## src/rtl/edge_capture_fifo.sv

```systemverilog
module edge_capture_fifo #(
  parameter int TW    = 16,
  parameter int DEPTH = 4
) (
  input  logic          clk,
  input  logic          rst_n,
  input  logic          pin_async,
  input  logic [TW-1:0] timer_val,
  input  logic [1:0]    edge_mode,
  input  logic          enable,
  input  logic          rd_pop,
  input  logic          ovf_clr,
  output logic [TW-1:0] head_data,
  output logic          not_empty,
  output logic          overflow,
  output logic          cap_irq
);
  localparam int AW = (DEPTH > 1) ? $clog2(DEPTH) : 1;
  localparam int CW = $clog2(DEPTH + 1);

  logic [1:0]    sync_q;
  logic          prev_q, hist_q;
  logic [TW-1:0] mem [DEPTH];
  logic [AW-1:0] wr_ptr, rd_ptr;
  logic [CW-1:0] count;
  logic          ovf_q, irq_q;

  wire rise    = hist_q & sync_q[1] & ~prev_q;
  wire fall    = hist_q & ~sync_q[1] & prev_q;
  wire hit     = enable & ((edge_mode[0] & rise) | (edge_mode[1] & fall));
  wire full    = (count == CW'(DEPTH));
  wire do_pop  = enable & rd_pop & (count != '0);
  wire do_push = hit & (~full | do_pop);
  wire drop    = hit & full & ~do_pop;

  function automatic logic [AW-1:0] bump(input logic [AW-1:0] p);
    return (p == AW'(DEPTH - 1)) ? '0 : p + AW'(1);
  endfunction

  always_ff @(posedge clk or negedge rst_n)
    if (!rst_n) sync_q <= '0;
    else        sync_q <= {sync_q[0], pin_async};

  always_ff @(posedge clk or negedge rst_n)
    if (!rst_n) begin
      prev_q <= 1'b0;
      hist_q <= 1'b0;
    end else begin
      prev_q <= sync_q[1];
      hist_q <= enable;
    end

  always_ff @(posedge clk)
    if (do_push) mem[wr_ptr] <= timer_val;

  always_ff @(posedge clk or negedge rst_n)
    if (!rst_n) begin
      wr_ptr <= '0;
      rd_ptr <= '0;
      count  <= '0;
    end else if (!enable) begin
      wr_ptr <= '0;
      rd_ptr <= '0;
      count  <= '0;
    end else begin
      if (do_push) wr_ptr <= bump(wr_ptr);
      if (do_pop)  rd_ptr <= bump(rd_ptr);
      case ({do_push, do_pop})
        2'b10:   count <= count + CW'(1);
        2'b01:   count <= count - CW'(1);
        default: count <= count;
      endcase
    end

  always_ff @(posedge clk or negedge rst_n)
    if (!rst_n) begin
      ovf_q <= 1'b0;
      irq_q <= 1'b0;
    end else begin
      irq_q <= do_push;
      if (!enable)      ovf_q <= 1'b0;
      else if (drop)    ovf_q <= 1'b1;
      else if (ovf_clr) ovf_q <= 1'b0;
    end

  assign head_data = mem[rd_ptr];
  assign not_empty = (count != '0);
  assign overflow  = ovf_q;
  assign cap_irq   = irq_q;

  a_r7_count_bound: assert property (@(posedge clk) disable iff (!rst_n)
    count <= CW'(DEPTH));
  a_r7_ovf_sticky: assert property (@(posedge clk) disable iff (!rst_n)
    (ovf_q && enable && !ovf_clr) |=> ovf_q);
  a_r9_empty_pop: assert property (@(posedge clk) disable iff (!rst_n)
    (count == '0 && rd_pop && !hit) |=> (count == '0));
  a_r10_irq_needs_room: assert property (@(posedge clk) disable iff (!rst_n)
    irq_q |-> $past(enable && hit));
  a_r10_no_irq_on_drop: assert property (@(posedge clk) disable iff (!rst_n)
    drop |=> !irq_q);
  a_r11_disable_flush: assert property (@(posedge clk) disable iff (!rst_n)
    !enable |=> (count == '0 && !ovf_q));
endmodule

```

## config.mk

```make
export PLATFORM = sky130hd
export DESIGN_NAME = edge_capture_fifo
export DESIGN_NICKNAME = d
export VERILOG_FILES = /design/src/rtl/edge_capture_fifo.sv
export SDC_FILE = /design/constraint.sdc
export NUM_CORES = 1
export LEC_CHECK = 0
export ABC_AREA = 1
export CAP_MARGIN = 10
export CORE_ASPECT_RATIO = 1.1
export CORE_MARGIN = 8
export CORE_UTILIZATION = 51
export CTS_CLUSTER_DIAMETER = 200
export DETAILED_ROUTE_END_ITERATION = 10
export PLACE_DENSITY = 0.86
export SLEW_MARGIN = 30
export SYNTH_ARGS = -nofsm -noshare
export SYNTH_HDL_FRONTEND = slang
export SYNTH_SLANG_ARGS = --single-unit
```

## constraint.sdc

```tcl
create_clock -name clk -period 2.5 [get_ports clk]
set_clock_uncertainty 0.15 [all_clocks]
set_input_delay 0.5 -clock clk [delete_from_list [all_inputs] [get_ports clk]]
set_output_delay 0.5 -clock clk [all_outputs]
set_load 0.01 [all_outputs]
```

==> flow_summary_export.csv <==
group,metric,value,unit
run_status,outcome,"finished clean",
drt,ant_nets,0,
synth,ys_ff_latch,77,
cells_and_area,nNetsFinal,337,
pwr,leakagePower,0.00153,uW
sta,max_freq,0.416,GHz
worst_hold_path,hold_depth,0,
cells_and_area,fin_cells,392,
worst_hold_path,hold_path_class,"reg2reg",
setup_path,worstPathRequired,1850,ps
sta,finalSetupViolCount,0,
clock_tree,cts_buffers,9,
clock_tree,cts_buffer_depth,2,
synth,synth_area_leader_cell,"edfxtp_1",
setup_path,criticalPathCategory,"reg2out",
cells_and_area,num_antenna_cells,0,
setup_path,crit_arrival,1760,ps
clock_tree,cts_max_level,3,
sta,tightest_slew,618,ps
grt,grt_pass1_wl,10.4,mm
floorplan,core_area,6040,um2
cells_and_area,area_delta_synth_final,27.6,%
drt,vias_per_cell,5.21,
sta,slew_headroom,58.7,%
drt,drc,0,
floorplan,die_h,98.2,um
sta,post-route-min-period,2410,ps
clock_tree,clkLatencyLatePin,330,ps
sta,hold_viol_final,0,
synth,synth_cell_types,31,
drt,dr.pass1.iters,4,
grt,antenna_found_initial,0,
synth,synth_top_area_share,61.3,%
synth,synth_area_per_cell,13.1,um2
synth,synth_area,3140,um2
sta,fin_crit_sh,96.2,%
drt,wl_per_cell,16.3,um
clock_tree,clkSlewWorstSetupHoldPaths,80,ps
sta,finalMaxSlewViolations,0,
floorplan,rows,30,
setup_path,r2r-start,"count[1]",
drt,num_vias,2044,
synth,ys_seq_area_share,71.7,%
flow_run,drv_cap,0,
pwr,power_density,893,nW/um2
placement,dp_cells,376,
grt,groute.usage.overall,14.9,%
setup_path,r2r.worst_path.cells,13,
floorplan,die_x,90.8,um
pwr,peakVddDrop,0.693,mV
clock_tree,cts_tree,"built",
grt,grt_max_degree,26,
synth,syn_inst,240,
placement,port_buffers,42,
cells_and_area,drive_above_1_share,20.5,%
synth,synth_warnings,0,
setup_path,startpoint,"rd_ptr[1]",
floorplan,initial_utilization,51.9,%
placement,globalplace.congestion,0.795,
setup_path,critPathMaxFanout,9,
clock_tree,cts_hold_buf,0,
sta,rsz0062_at_grt,"false",
drt,routed_wl,6.38,mm
sta,worst_slack,93.8,ps
grt,first_global_vias,2103,
drt,drt_iter0_drc,143,
worst_hold_path,hp-start,"sync_q[0]",
floorplan,die_area,8920,um2
synth,synth.area.top_cells,"edfxtp_1 61%, dfrtp_1 10%, o21ai_0 4.8%",
cells_and_area,fillers,433,
setup_path,cp-end-kind,"primary output",
floorplan,ios,43,
grt,gr-total-overflow,0,
clock_tree,cts.sinks,77,
setup_path,startpoint_type,"register",
placement,pre_cts_ws,-135,ps
placement,dpl.hpwl,4.44,mm
synth,syn_nets,270,
clock_tree,cts_root_buf,"clkbuf_8",
sta,tns,0,ps
## cell type report
class                   count  area, um2  area share [%]
clock buffers               9        124            3.10
clock inverters             7       51.3            1.28
inverters                  19       82.6            2.06
multi-input cells         135        764            19.1
flip-flops and latches     77       2250            56.2
well taps                  80        100            2.50
repair buffers             65        631            15.8
## per-stage QoR
stage               util (%)  hold WS, ps  total power, uW  area (um2)
floorplan                  -         54.4             2220        3140
global placement        63.5          185             2810        3830
detailed placement      63.5          186             2870        3830
CTS                     66.2          205             3610        4000
global route            66.2          210             3770        4000
finish                  66.2          201             3570        4000
## worst paths after layout
path	end	slack (ps)
max reg2reg	count[2]	410
min in group asynchronous	rd_ptr[1]	400
min	sync_q[1]	200
max in group asynchronous	rd_ptr[0]	1370
min reg2reg	sync_q[1]	200
max	head_data[1]	90
## kinds of logic (layout without fill, tap and decap cells)
family | count (synthesis) | count (layout) | share of synthesized area (%)
buffers and inverters | 28 | 100 | 3.95
adders and majority gates | 6 | 6 | 2.63
AOI/OAI and AO/OA | 54 | 54 | 9.82
DFF | 77 | 77 | 71.7
xor gates and xnor gates | 1 | 1 | 0.279
and+or+nand+nor | 74 | 74 | 11.7
## worst max-delay path: stages (launching register included)
cell and delay [ps]:
dfrtp_1 410, inv_1 90, buf_4 160, o21ai_0 90
o22ai_1 120, clkdlybuf4s50_1 570
## what timing repair did
action,4_1_cts,5_1_grt
pin swaps,0,0
endpoints found under the setup margin,12,1
setup buffers,0,0
resized for setup,14,1
## cell usage after synthesis (all sizes together)
| cell | count |
|---|---|
| nand2 | 24 |
| a21oi | 1 |
| or2 | 1 |
| ha | 5 |
| fa | 1 |
| clkbuf | 6 |
| nand4 | 4 |
| inv | 16 |
| dfrtp | 13 |
| xor2 | 1 |
| a22oi | 2 |
| nor2 | 40 |
| o22ai | 16 |
| o21ai | 35 |
| clkinv | 3 |
| nand3 | 5 |
| buf | 3 |
| edfxtp | 64 |
## where the power goes
group	switching (uW)	total, uW	leakage (uW)	internal, uW
registers	68.0	1540	0.000742	1470
logic	676	1220	0.000701	544
clock network	450	814	0.0000872	363
total	1190	3570	0.00153	2380
## state kept, by name, indices dropped and copies added, names as in the netlist
register	flops
cap_irq	1
sync_q	2
hist_q	1
rd_ptr	2
count	3
overflow	1
wr_ptr	2
mem	64
prev_q	1
## placed cells by master (no fill, tap or decap), types with 2 or more instances in the layout
cell type	n
clkinv_1	2
nand2_4	3
inv_4	2
nand3_2	4
clkdlybuf4s50_1	29
nand4_1	3
o21ai_0	30
edfxtp_1	64
inv_1	13
clkinv_2	2
dlygate4sd2_1	12
o21ai_1	4
o22ai_1	16
dfrtp_1	12
buf_12	4
clkbuf_8	9
nand2_1	15
nor2_2	2
nand2_2	6
clkinv_4	4
nor2_1	38
ha_1	5
buf_4	19
## routing by layer
layer,global-route usage (%),vias to the layer above,share of wire (%)
li1,-,987,-
met1,17.8,996,42
met2,24.5,51,52
met3,3.07,10,4.0
met4,8.21,0,1.8
met5,0,-,0
(Power assumes the default switching activity.)
